===== config.mk =====
export PLATFORM = sky130hd
export DESIGN_NAME = tone_stat_engine
export DESIGN_NICKNAME = d
export VERILOG_FILES = /design/src/rtl/tse_pkg.sv /design/src/rtl/tse_ofs_path.sv /design/src/rtl/tse_serial_sq.sv /design/src/rtl/tse_win_accum.sv /design/src/rtl/tone_stat_engine.sv
export SDC_FILE = /design/constraint.sdc
export NUM_CORES = 1
export LEC_CHECK = 0
export ABC_AREA = 1
export BUFFER_PORTS_ARGS = -buffer_cell sky130_fd_sc_hd__buf_4
export CORE_MARGIN = 8
export CORE_UTILIZATION = 50
export CTS_BUF_LIST = sky130_fd_sc_hd__clkbuf_4 sky130_fd_sc_hd__clkbuf_8 sky130_fd_sc_hd__clkbuf_16
export CTS_CLUSTER_DIAMETER = 50
export DETAILED_ROUTE_END_ITERATION = 8
export GPL_ROUTABILITY_DRIVEN = 0
export PLACE_DENSITY = 0.7
export SLEW_MARGIN = 20
export SYNTH_ARGS = -nofsm -noshare
export SYNTH_HDL_FRONTEND = slang
export SYNTH_SLANG_ARGS = --single-unit
export TNS_END_PERCENT = 1

===== constraint.sdc =====
create_clock -name clk_i -period 3.6 [get_ports clk_i]
set_input_delay 0.36 -clock clk_i [delete_from_list [all_inputs] [get_ports clk_i]]
set_output_delay 0.36 -clock clk_i [all_outputs]
set_load 0.1 [all_outputs]

===== src/rtl/tse_pkg.sv =====
package tse_pkg;
  typedef enum logic [1:0] {
    MODE_OFS  = 2'd0,
    MODE_AMP  = 2'd1,
    MODE_PWR  = 2'd2,
    MODE_IDLE = 2'd3
  } tse_mode_e;
endpackage


===== src/rtl/tse_ofs_path.sv =====
module tse_ofs_path #(
  parameter int SMP_W = 16
) (
  input  logic             clk_i,
  input  logic             rst_ni,
  input  logic             load_i,
  input  logic [SMP_W-1:0] mean_i,
  input  logic [SMP_W-1:0] smp_i,
  output logic [SMP_W-1:0] ofs_o,
  output logic [SMP_W-1:0] mag_o
);
  logic [SMP_W-1:0] ofs_q;
  logic signed [SMP_W:0] diff;
  logic signed [SMP_W:0] neg;

  always_ff @(posedge clk_i or negedge rst_ni) begin
    if (!rst_ni)     ofs_q <= '0;
    else if (load_i) ofs_q <= mean_i;
  end

  // |smp - ofs| is at most 2^SMP_W - 1, so it fits in SMP_W unsigned bits
  always_comb begin
    diff  = $signed({smp_i[SMP_W-1], smp_i}) - $signed({ofs_q[SMP_W-1], ofs_q});
    neg   = -diff;
    mag_o = diff[SMP_W] ? neg[SMP_W-1:0] : diff[SMP_W-1:0];
  end

  assign ofs_o = ofs_q;
endmodule


===== src/rtl/tse_serial_sq.sv =====
module tse_serial_sq #(
  parameter int OP_W = 16
) (
  input  logic              clk_i,
  input  logic              rst_ni,
  input  logic              abort_i,
  input  logic              start_i,
  input  logic [OP_W-1:0]   op_i,
  output logic              busy_o,
  output logic              done_o,
  output logic [2*OP_W-1:0] prod_o
);
  localparam int CW = $clog2(OP_W + 1);

  logic [2*OP_W-1:0] mcand_q, prod_q;
  logic [OP_W-1:0]   mplr_q;
  logic [CW-1:0]     cnt_q;
  logic              busy_q, done_q;

  always_ff @(posedge clk_i or negedge rst_ni) begin
    if (!rst_ni) begin
      mcand_q <= '0;
      prod_q  <= '0;
      mplr_q  <= '0;
      cnt_q   <= '0;
      busy_q  <= 1'b0;
      done_q  <= 1'b0;
    end else if (abort_i) begin
      busy_q <= 1'b0;
      done_q <= 1'b0;
    end else begin
      done_q <= 1'b0;
      if (start_i && !busy_q) begin
        mcand_q <= {{OP_W{1'b0}}, op_i};
        mplr_q  <= op_i;
        prod_q  <= '0;
        cnt_q   <= CW'(OP_W);
        busy_q  <= 1'b1;
      end else if (busy_q) begin
        if (mplr_q[0]) prod_q <= prod_q + mcand_q;
        mcand_q <= mcand_q << 1;
        mplr_q  <= mplr_q >> 1;
        cnt_q   <= cnt_q - 1'b1;
        if (cnt_q == CW'(1)) begin
          busy_q <= 1'b0;
          done_q <= 1'b1;
        end
      end
    end
  end

  assign busy_o = busy_q;
  assign done_o = done_q;
  assign prod_o = prod_q;
endmodule


===== src/rtl/tse_win_accum.sv =====
module tse_win_accum #(
  parameter int ACC_W  = 44,
  parameter int LOG2_N = 11,
  parameter int RES_W  = 32
) (
  input  logic                    clk_i,
  input  logic                    rst_ni,
  input  logic                    clear_i,
  input  logic                    add_i,
  input  logic                    half_i,
  input  logic signed [ACC_W-1:0] term_i,
  output logic                    done_o,
  output logic [RES_W-1:0]        result_o
);
  logic [LOG2_N-1:0]       cnt_q;
  logic signed [ACC_W-1:0] acc_q, sum, scaled;
  logic [RES_W-1:0]        res_q;
  logic                    done_q;

  always_comb begin
    sum    = acc_q + term_i;
    scaled = half_i ? (sum >>> (LOG2_N - 1)) : (sum >>> LOG2_N);
  end

  always_ff @(posedge clk_i or negedge rst_ni) begin
    if (!rst_ni) begin
      cnt_q  <= '0;
      acc_q  <= '0;
      res_q  <= '0;
      done_q <= 1'b0;
    end else if (clear_i) begin
      cnt_q  <= '0;
      acc_q  <= '0;
      done_q <= 1'b0;
    end else begin
      done_q <= 1'b0;
      if (add_i) begin
        cnt_q <= cnt_q + 1'b1;
        if (&cnt_q) begin
          res_q  <= scaled[RES_W-1:0];
          done_q <= 1'b1;
          acc_q  <= '0;
        end else begin
          acc_q <= sum;
        end
      end
    end
  end

  assign done_o   = done_q;
  assign result_o = res_q;
endmodule


===== src/rtl/tone_stat_engine.sv =====
module tone_stat_engine #(
  parameter int SMP_W  = 16,
  parameter int LOG2_N = 11
) (
  input  logic               clk_i,
  input  logic               rst_ni,
  input  logic               clear_i,
  input  logic [1:0]         mode_i,
  input  logic               load_ofs_i,
  input  logic               smp_valid_i,
  input  logic [SMP_W-1:0]   smp_i,
  output logic [2*SMP_W-1:0] result_o,
  output logic               done_o,
  output logic [SMP_W-1:0]   offset_o,
  output logic               overrun_o
);
  import tse_pkg::*;

  localparam int RES_W = 2 * SMP_W;
  localparam int ACC_W = 2 * SMP_W + LOG2_N + 1;

  tse_mode_e mode;
  assign mode = tse_mode_e'(mode_i);

  logic [SMP_W-1:0] mag, mean_q;
  logic [RES_W-1:0] prod, acc_res;
  logic             sq_busy, sq_done, sq_start;
  logic             acc_add, acc_done, ofs_win_q, ovr_q;
  logic signed [ACC_W-1:0] term;

  tse_ofs_path #(.SMP_W(SMP_W)) u_ofs (
    .clk_i  (clk_i),
    .rst_ni (rst_ni),
    .load_i (load_ofs_i),
    .mean_i (mean_q),
    .smp_i  (smp_i),
    .ofs_o  (offset_o),
    .mag_o  (mag)
  );

  assign sq_start = smp_valid_i && (mode == MODE_PWR) && !clear_i;

  tse_serial_sq #(.OP_W(SMP_W)) u_sq (
    .clk_i   (clk_i),
    .rst_ni  (rst_ni),
    .abort_i (clear_i),
    .start_i (sq_start),
    .op_i    (mag),
    .busy_o  (sq_busy),
    .done_o  (sq_done),
    .prod_o  (prod)
  );

  always_comb begin
    acc_add = 1'b0;
    term    = '0;
    unique case (mode)
      MODE_OFS: begin
        acc_add = smp_valid_i;
        term    = {{(ACC_W-SMP_W){smp_i[SMP_W-1]}}, smp_i};
      end
      MODE_AMP: begin
        acc_add = smp_valid_i;
        term    = {{(ACC_W-SMP_W){1'b0}}, mag};
      end
      MODE_PWR: begin
        acc_add = sq_done;
        term    = {{(ACC_W-RES_W){1'b0}}, prod};
      end
      default: begin
        acc_add = 1'b0;
        term    = '0;
      end
    endcase
  end

  tse_win_accum #(.ACC_W(ACC_W), .LOG2_N(LOG2_N), .RES_W(RES_W)) u_acc (
    .clk_i    (clk_i),
    .rst_ni   (rst_ni),
    .clear_i  (clear_i),
    .add_i    (acc_add),
    .half_i   (mode == MODE_AMP),
    .term_i   (term),
    .done_o   (acc_done),
    .result_o (acc_res)
  );

  always_ff @(posedge clk_i or negedge rst_ni) begin
    if (!rst_ni) begin
      ofs_win_q <= 1'b0;
      mean_q    <= '0;
      ovr_q     <= 1'b0;
    end else begin
      if (acc_add) ofs_win_q <= (mode == MODE_OFS);
      if (acc_done && ofs_win_q) mean_q <= acc_res[SMP_W-1:0];
      if (clear_i) ovr_q <= 1'b0;
      else if (smp_valid_i && (mode == MODE_PWR) && sq_busy) ovr_q <= 1'b1;
    end
  end

  assign result_o  = acc_res;
  assign done_o    = acc_done;
  assign overrun_o = ovr_q;
endmodule


* Word-level counts from Yosys, hierarchy flattened
Cells that the tools add are included.
Storage, ports and cells: bits of input ports 23, logic and storage cells 72, bits in registers 209
Cells by class: eq/ne operators 3, reduce and logical (&&, ||, !) cells 17, mux-type cells 31, add/sub/neg operators 6, bitwise operators 1
Operator list (number):
- 2-to-1 mux 32 bit | 6
- 2-to-1 mux 44 bit | 3
- one-hot mux 44 bit (3 select lines) | 1
- 2-to-1 mux 16 bit | 3
- adder 44 bit | 1
- adder 32 bit | 1
- 2-to-1 mux 11 bit | 2
- subtractor 16 x 16 -> 17 bit | 1
- negator 16 bit | 1
- 2-to-1 mux 1 bit | 13
- AND reduction 13 bit | 1
- adder 11 x 1 -> 11 bit (second input constant) | 1
- AND reduction 11 bit | 1
- 2-to-1 mux 5 bit | 2
- nonzero test 2 bit | 4
- == test 5 x 1 -> 1 bit (second input constant) | 1
- logical AND 1 bit | 5
- subtractor 5 x 1 -> 5 bit (second input constant) | 1
- AND reduction 3 bit | 1
- == test 2 x 1 -> 1 bit (second input constant) | 1
- == test 2 bit (second input constant) | 1
- zero test 1 bit | 2
- zero test 2 bit | 1
- one-hot mux 1 bit (2 select lines) | 1
- other kinds (3) | 3

* Logic depth before layout (Yosys ltp)
Gate-level depths: netlist (run 1).
depth in word-level cells 8, depth in mapped cells 33, depth with buffers taken out 32

* By module
Synthesis (run 1) repeated with hierarchy kept, for this count alone.
Unflattened totals: cells, all modules 2583, area total of the unflattened synthesis 16499.6 sq um
By module, submodules not included:
- tse_win_accum | cells each 1150, area each 7290.7 sq um, times used 1
- tse_serial_sq | cells each 894, area each 5908.2 sq um, times used 1
- tse_ofs_path | cells each 345, area each 2072.0 sq um, times used 1
- tone_stat_engine | cells each 194, area each 1228.7 sq um, times used 1

* Least setup slack after synthesis (run 1)
No wires, ideal clock.
path kind flip-flop to flip-flop, from reg u_ofs.ofs_q[0] (netlist: u_ofs.ofs_o[0]), to reg u_acc.res_q[22] (netlist: u_acc.result_o[22]), path slack -0.782 ns, buffers on the path 1, arrival 4.258 ns, stages on the path, launching flop included 30, cells stage by stage dfrtp_1 ha_1 fa_1 inv_1 nand2_1 nand2_1 nand4_1 nand3_1 nand2_1 nand3_2 nand2_1 nand2_2 buf_6 nand2_1 xnor2_1 nand2_1 o211ai_1 ha_1 a21oi_1 o21ai_0 a21oi_1 inv_1 a21oi_1 inv_1 nand3_1 nand2_1 nand2_1 nand3_1 o211ai_1 nand2_1
On the way: word-level cells in the longest chain between the ends 6
RTL lines:
- from (decl) | RTL line tse_ofs_path.sv:12 | logic [SMP_W-1:0] ofs_q;
- from (signal assigned) | RTL line tse_ofs_path.sv:18 | else if (load_i) ofs_q <= mean_i;
- subtractor 16 x 16 -> 17 bit (*) | RTL line tse_ofs_path.sv:23 | diff = $signed({smp_i[SMP_W-1], smp_i}) - $signed({ofs_q[SMP_W-1], ofs_q});
- negator 16 bit | RTL line tse_ofs_path.sv:24 | neg = -diff;
- 2-to-1 mux 16 bit (*) | RTL line tse_ofs_path.sv:25 | mag_o = diff[SMP_W] ? neg[SMP_W-1:0] : diff[SMP_W-1:0];
- one-hot mux 44 bit (3 select lines) (*) | RTL line tone_stat_engine.sv:57 | unique case (mode)
- adder 44 bit (*) | RTL line tse_win_accum.sv:21 | sum = acc_q + term_i;
- 2-to-1 mux 32 bit (*) | RTL line tse_win_accum.sv:22 | scaled = half_i ? (sum >>> (LOG2_N - 1)) : (sum >>> LOG2_N);
- to (signal assigned) | RTL line tse_win_accum.sv:40 | res_q <= scaled[RES_W-1:0];
- to (decl) | RTL line tse_win_accum.sv:17 | logic [RES_W-1:0] res_q;
Every way passes the cells marked *; elsewhere a longest branch is shown, timed or not. A chain may end at the register's enable or synchronous reset.

* Final worst setup path (run 1)
from reg u_ofs.ofs_q[10] (netlist: u_ofs.ofs_o[10]), to reg u_acc.res_q[22] (netlist: u_acc.result_o[22])
The elaborated chain is that of the path after synthesis.

==> impl_metrics.tcl, run 1 <==
set metrics [dict create \
    worstMarginPinSlew_ns 0.936 \
    drt-total-wl_microns 50400 \
    ir_drop_mv 0.334 \
    fin_area_sq_um 19200 \
    p_per_area_nw_per_um2 440 \
    r2r_end "u_acc.result_o[22]" \
    cp_max_fo 4 \
    grt_pass1_vias 15600 \
    wl_per_cell_microns 17.9 \
    ant_nets 0 \
    rr_worst_depth 24 \
    first_pass_iters 6 \
    maxSlewViolCount 0 \
    crit_path_top_delay_cell "dfrtp_2" \
    grtUsageMet2_pct 44.5 \
    ioPinCount 73 \
    rows 63 \
    cts_max_level 1 \
    cap_violations 0 \
    synth_edf_count 0 \
    path_clk_slew_ns 0.06 \
    grt_busiest_layer "met2" \
    met1_usage_pct 34.2 \
    regArea_sq_um 5230 \
    area_delta_synth_final_pct 29.0 \
    violations "setup timing" \
    fp.coreArea_sq_um 29500 \
    setup_viol 70 \
    clock_latency_ns 0.54 \
    postPlaceCellArea_sq_um 17500 \
    multi_input_area_sq_um 9080 \
    nFillCells 2542 \
    worst_slack_ns -0.763 \
    relSlewSlack_pct 37.6 \
    pre_cts_slack_ns -0.963 \
    drtIter0Drc 1615 \
    fmax_ghz 0.229 \
    cp-endpoint "u_acc.result_o[22]" \
    hold_path_class "primary input to register" \
    synth_seq_cells 208 \
    max_stage_delay_ns 0.40 \
    crit_path_start "u_ofs.ofs_o[10]" \
    die_h_microns 189 \
    crit_chain "inv_1 -> ha_1 -> nand2_1 -> inv_1 -> a21oi_1 -> nand3_2 -> nand2_2 -> nand4_1 -> buf_4 -> a21oi_1 -> xnor2_1 -> nand2_1 -> o211ai_1 -> ha_1 -> nand2_2 -> nor2_1 -> inv_1 -> buf_4 -> nor3_2 -> nand4_1 -> nand4_1 -> nand2_2 -> o211ai_1 -> nand2_1" \
    period_minus_slack_ns 4.36 \
    cts_root_buffer "clkbuf_16" \
    grt_usage_pct 27.2 \
    syn_area_sq_um 14900 \
    vias 16000 \
    initial_core_util_pct 50.5 \
    endpoint_kind "register" \
    outcome "finished with violations" \
    die_width_microns 189 \
    portBuffers 72 \
    syn-num-nets 2236 \
    antenna_cells 0 \
    drcViolationCount 0 \
    clock_sinks 208 \
    synth-main-ff-cell "dfrtp_1" \
    avgSynthCellArea_sq_um 7.03 \
    period_share_pct 121 \
    arrival_ns 4.79 \
    p_leak_nw 9.58 \
    clockBufferDepth 3 \
    cts_tree "built" \
    hpwl_microns 37600 \
    synth_seq_area_share_pct 35.0 \
    cts_inserted_buffers 26 \
    rsz0062_at_grt "yes" \
    startpoint_type "register" \
    synthCells 2117 \
    antenna_found_initial 0 \
    grt_pass1_wl_microns 79400 \
    grt_use_met3_pct 4.14 \
    final_cell_mix "nand2_1, buf_4, inv_1, nor2_1, dfrtp_1" \
    overflow 0 \
    hold_viol 0 \
    layout_commonest_cell "nand2_1" \
    dieArea_sq_um 35600 \
    fin_nets 2530 \
    final_util_pct 65.2 \
    power_w 0.00846 \
    skew_ns 0.0154 \
    ff2ff_setup_slack_ns -0.76 \
    drive_gt1_share_pct 24.0 \
    viasPerCell 5.66 \
    async_flop_share_pct 100 \
    critPathKind "register to register" \
    synth_cell_types 51 \
    required_ns 4.02 \
    grt_max_degree 108 \
    r2r_start "u_ofs.ofs_o[10]" \
    yosys_warnings 0 \
]
-- flip-flops by register name (all words and copies together) (netlist names), 5 cells and up --
name,cells
u_sq.mcand_q,32
u_sq.mplr_q,16
mean_q,16
u_sq.cnt_q,5
u_acc.acc_q,43
u_ofs.ofs_o,16
u_acc.cnt_q,11
u_acc.result_o,32
u_sq.prod_o,32
-- critical path: cells and delay by family (launching register included) --
family / cells / cell delay [ns]
AND/OR/NAND/NOR: 12 / 1.68
AO/OA/AOI/OAI: 4 / 0.77
adder cells (fa/ha/maj): 2 / 0.65
buffers and inverters: 5 / 0.63
flip-flops: 1 / 0.40
XOR/XNOR: 1 / 0.12
-- cells by family after synthesis --
kind of cell	Yosys count	synth area share, %
AO/OA/AOI/OAI	484	18.6
multiplexers	10	0.756
AND/OR/NAND/NOR	940	26.3
buffers and inverters	345	9.12
flip-flops	208	35.0
XOR/XNOR	34	2.00
adder cells (fa/ha/maj)	96	8.22
-- where the power goes --
group / switching (W) / internal (W) / total (W)
sequential: 0.000244 / 0.00265 / 0.00290
clock: 0.00105 / 0.00149 / 0.00254
combinational: 0.00186 / 0.00116 / 0.00302
total: 0.00315 / 0.00530 / 0.00846
-- per-layer routing --
layer,vias to the layer above,share of wire (%)
met3,203,6.6
met5,-,0
li1,7601,-
met1,7459,41
met4,0,6.3
met2,695,46
-- final cells by class --
type	instances	share of cell area [%]
Sequential cell	208	27.2
Clock inverter	11	0.417
Inverter	293	5.72
Clock buffer	37	3.97
Multi-Input combinational cell	1565	47.3
Tap cell	390	2.54
Timing Repair Buffer	317	12.9
-- what timing repair did --
action                                  in CTS  in global routing
gates resized for setup                    146                 55
hold buffers                                 1                  0
endpoints found under the hold margin       32                  0
pin swaps                                   55                 23
cloned                                       2                  0
setup buffers                               16                  3
endpoints found under the setup margin      70                 72
-- synth_stat cells, drive strengths merged (11+ instances only) --
cell type	count	share of area (%)
a21o	13	0.66
a21oi	171	5.9
a22o	26	1.5
buf	18	0.73
clkbuf	30	0.76
dfrtp	208	35
ha	93	7.8
inv	292	7.4
nand2	519	13
nand3	118	4.2
nand4	29	1.2
nor2	224	5.7
nor3	27	0.91
o211ai	16	0.81
o21ai	177	6.0
o21bai	11	0.58
o22ai	40	1.7
xnor2	13	0.76
xor2	21	1.2
-- metrics by stage --
| stage | setup TNS [ns] | hold WS (ns) | instances |
|---|---|---|---|
| 2_1_floorplan | -20.20 | 0.0644 | 2117 |
| 3_3_place_gp | -43.55 | 0.458 | 2751 |
| 3_5_place_dp | -50.47 | 0.466 | 2751 |
| 4_1_cts | -36.26 | 0.0782 | 2818 |
| 5_1_grt | -60.01 | 0.0900 | 2821 |
| 6_report | -42.84 | 0.0946 | 2821 |
-- how the worst min path moves through the flow --
stage	start	to	slack (ns)	cells past startpoint
finish	smp_valid_i	ofs_win_q	0.09	3
global route	smp_valid_i	ofs_win_q	0.09	3
CTS	smp_valid_i	ofs_win_q	0.08	3
detailed placement	mean_q[8]	u_ofs.ofs_o[8]	0.47	2
global placement	mean_q[7]	u_ofs.ofs_o[7]	0.46	2
floorplan	rst_ni	mean_q[0]	0.06	0
Power figures use the tool's default switching activity.
==> run 2, diff against run 1 <==
--- a/config.mk
+++ b/config.mk
@@ -14,6 +14,7 @@
 export DETAILED_ROUTE_END_ITERATION = 8
 export GPL_ROUTABILITY_DRIVEN = 0
 export PLACE_DENSITY = 0.7
+export REMOVE_ABC_BUFFERS = 1
 export SLEW_MARGIN = 20
 export SYNTH_ARGS = -nofsm -noshare
 export SYNTH_HDL_FRONTEND = slang
==> impl_metrics.tcl, run 2 (synthesis gave the netlist of run 1 again) <==
set metrics [dict create \
    outcome "finished with violations" \
    violations "setup timing" \
    hold_path_class "primary input to register" \
    final_util_pct 64.9 \
    layout_commonest_cell "nand2_1" \
    nFillCells 2627 \
    rsz0062_at_grt "yes" \
    power_w 0.00846 \
    antenna_found_initial 0 \
    ant_nets 0 \
    clock_latency_ns 0.55 \
    cts_tree "built" \
    viasPerCell 5.63 \
    relSlewSlack_pct 42.5 \
    final_cell_mix "nand2_1, buf_4, inv_1, dfrtp_1, nor2_1" \
    path_clk_slew_ns 0.06 \
    die_width_microns 189 \
    cp-endpoint "u_acc.result_o[25]" \
    startpoint_type "register" \
    fmax_ghz 0.229 \
    ir_drop_mv 0.420 \
    arrival_ns 4.79 \
    endpoint_kind "register" \
    met1_usage_pct 34.0 \
    critPathKind "register to register" \
    period_minus_slack_ns 4.37 \
    maxSlewViolCount 0 \
    hold_viol 0 \
    crit_path_start "u_ofs.ofs_o[0]" \
    regArea_sq_um 5200 \
    p_clk_share_pct 30.5 \
    wl_per_cell_microns 17.4 \
    largest_reg_flops 43 \
    setup_viol 70 \
    overflow 0 \
    p_sw_w 0.00313 \
    vias 15900 \
    first_pass_iters 6 \
    die_h_microns 189 \
    initial_core_util_pct 50.5 \
    clock_sinks 208 \
    drcViolationCount 0 \
    grt_max_degree 94 \
    rr_worst_depth 25 \
    r2r_end "u_acc.result_o[25]" \
    grtUsageMet2_pct 43.2 \
    clockBufferDepth 3 \
    ff2ff_setup_slack_ns -0.77 \
    r2r_start "u_ofs.ofs_o[0]" \
    grt_use_met3_pct 4.25 \
    portBuffers 72 \
    swShare_pct 37.0 \
    required_ns 4.02 \
    rows 63 \
    cts_root_buffer "clkbuf_16" \
    dieArea_sq_um 35600 \
    cap_violations 0 \
    seq_power_share_pct 34.2 \
    ioPinCount 73 \
    fin_nets 2545 \
    area_delta_synth_final_pct 28.4 \
    fp.coreArea_sq_um 29500 \
    drt-total-wl_microns 49300 \
    worstMarginPinSlew_ns 0.860 \
    worst_slack_ns -0.771 \
    grt_busiest_layer "met2" \
    grt_usage_pct 26.6 \
    pre_cts_slack_ns -1.19 \
    skew_ns 0.0177 \
    cts_inserted_buffers 27 \
    grt_pass1_vias 15600 \
    grt_pass1_wl_microns 78100 \
    top_register "u_acc.acc_q" \
    p_per_area_nw_per_um2 443 \
    period_share_pct 121 \
    drive_gt1_share_pct 22.9 \
    cp_max_fo 4 \
    hpwl_microns 36900 \
    multi_input_area_sq_um 8930 \
    cell_internal_pwr_w 0.00533 \
    cts_max_level 1 \
    combPwrFrac_pct 35.3 \
    p_leak_nw 9.61 \
    antenna_cells 0 \
    drtIter0Drc 1364 \
]
-- run 2: metrics by stage --
stage / setup TNS [ns] / std cells / instance area [sq um] / hold slack, ns
3_5_place_dp: -63.97 / 2764 / 17500 / 0.430
3_3_place_gp: -60.93 / 2764 / 17500 / 0.420
4_1_cts: -39.64 / 2820 / 18700 / 0.0331
2_1_floorplan: -53.43 / 2065 / 14600 / 0.0644
6_report: -41.61 / 2831 / 19100 / 0.0462
5_1_grt: -57.01 / 2831 / 19100 / 0.0597
-- run 2: what timing repair did --
| item | 4_1_cts | 5_1_grt |
|---|---|---|
| pin swaps | 40 | 41 |
| setup buffers | 13 | 11 |
| endpoints found under the setup margin | 72 | 72 |
| gates resized for setup | 92 | 100 |
| hold endpoints to repair | 90 | 0 |
| hold buffers | 1 | 0 |
-- run 2: critical path: stages (launching register included) --
cell      delay [ns]
dfrtp_1         0.41
ha_4            0.18
fa_2            0.54
ha_2            0.18
inv_1           0.05
nor2_2          0.10
nand3_1         0.10
nor2_2          0.12
nand3_2         0.14
buf_4           0.17
buf_4           0.12
nand3_1         0.10
nand3_1         0.09
o211ai_1        0.12
ha_2            0.36
a21o_1          0.22
a21boi_2        0.26
o21ai_1         0.15
nand2_1         0.09
nand2_1         0.06
nand2_1         0.10
nand3_2         0.09
xor2_1          0.15
buf_4           0.15
nor2_1          0.09
o21ai_1         0.09
-- run 2: power groups by stage --
stage	Clock, W	Sequential [W]	Combinational [W]
after detailed placement	0	0.00292	0.00276
after global routing	0.00274	0.00292	0.00329
final	0.00258	0.00289	0.00299
after floorplan	0	0.00293	0.00174
after CTS	0.00263	0.00289	0.00285
after global placement	0	0.00291	0.00268
-- run 2: how the worst min path moves through the flow --
stage | end | from | cells after the start | slack [ns]
floorplan | mean_q[0] | rst_ni | 0 | 0.06
global placement | mean_q[3] | rst_ni | 1 | 0.42
detailed placement | u_ofs.ofs_o[3] | rst_ni | 1 | 0.43
CTS | ofs_win_q | smp_valid_i | 3 | 0.03
global route | ofs_win_q | smp_valid_i | 3 | 0.06
finish | ofs_win_q | smp_valid_i | 3 | 0.05
-- run 2: cell type report --
type / instances / share of cell area (%)
clock inverters: 11 / 0.576
well taps: 390 / 2.55
multi-input cells: 1564 / 46.7
clock buffers: 33 / 3.87
repair buffers: 332 / 13.3
flip-flops and latches: 208 / 27.2
inverters: 293 / 5.75
-- run 2: per-layer routing --
| layer | routed length, microns | vias to the layer above |
|---|---|---|
| li1 | - | 7626 |
| met1 | 20600 | 7524 |
| met2 | 22500 | 617 |
| met3 | 3380 | 177 |
| met4 | 2790 | 0 |
| met5 | 0 | - |
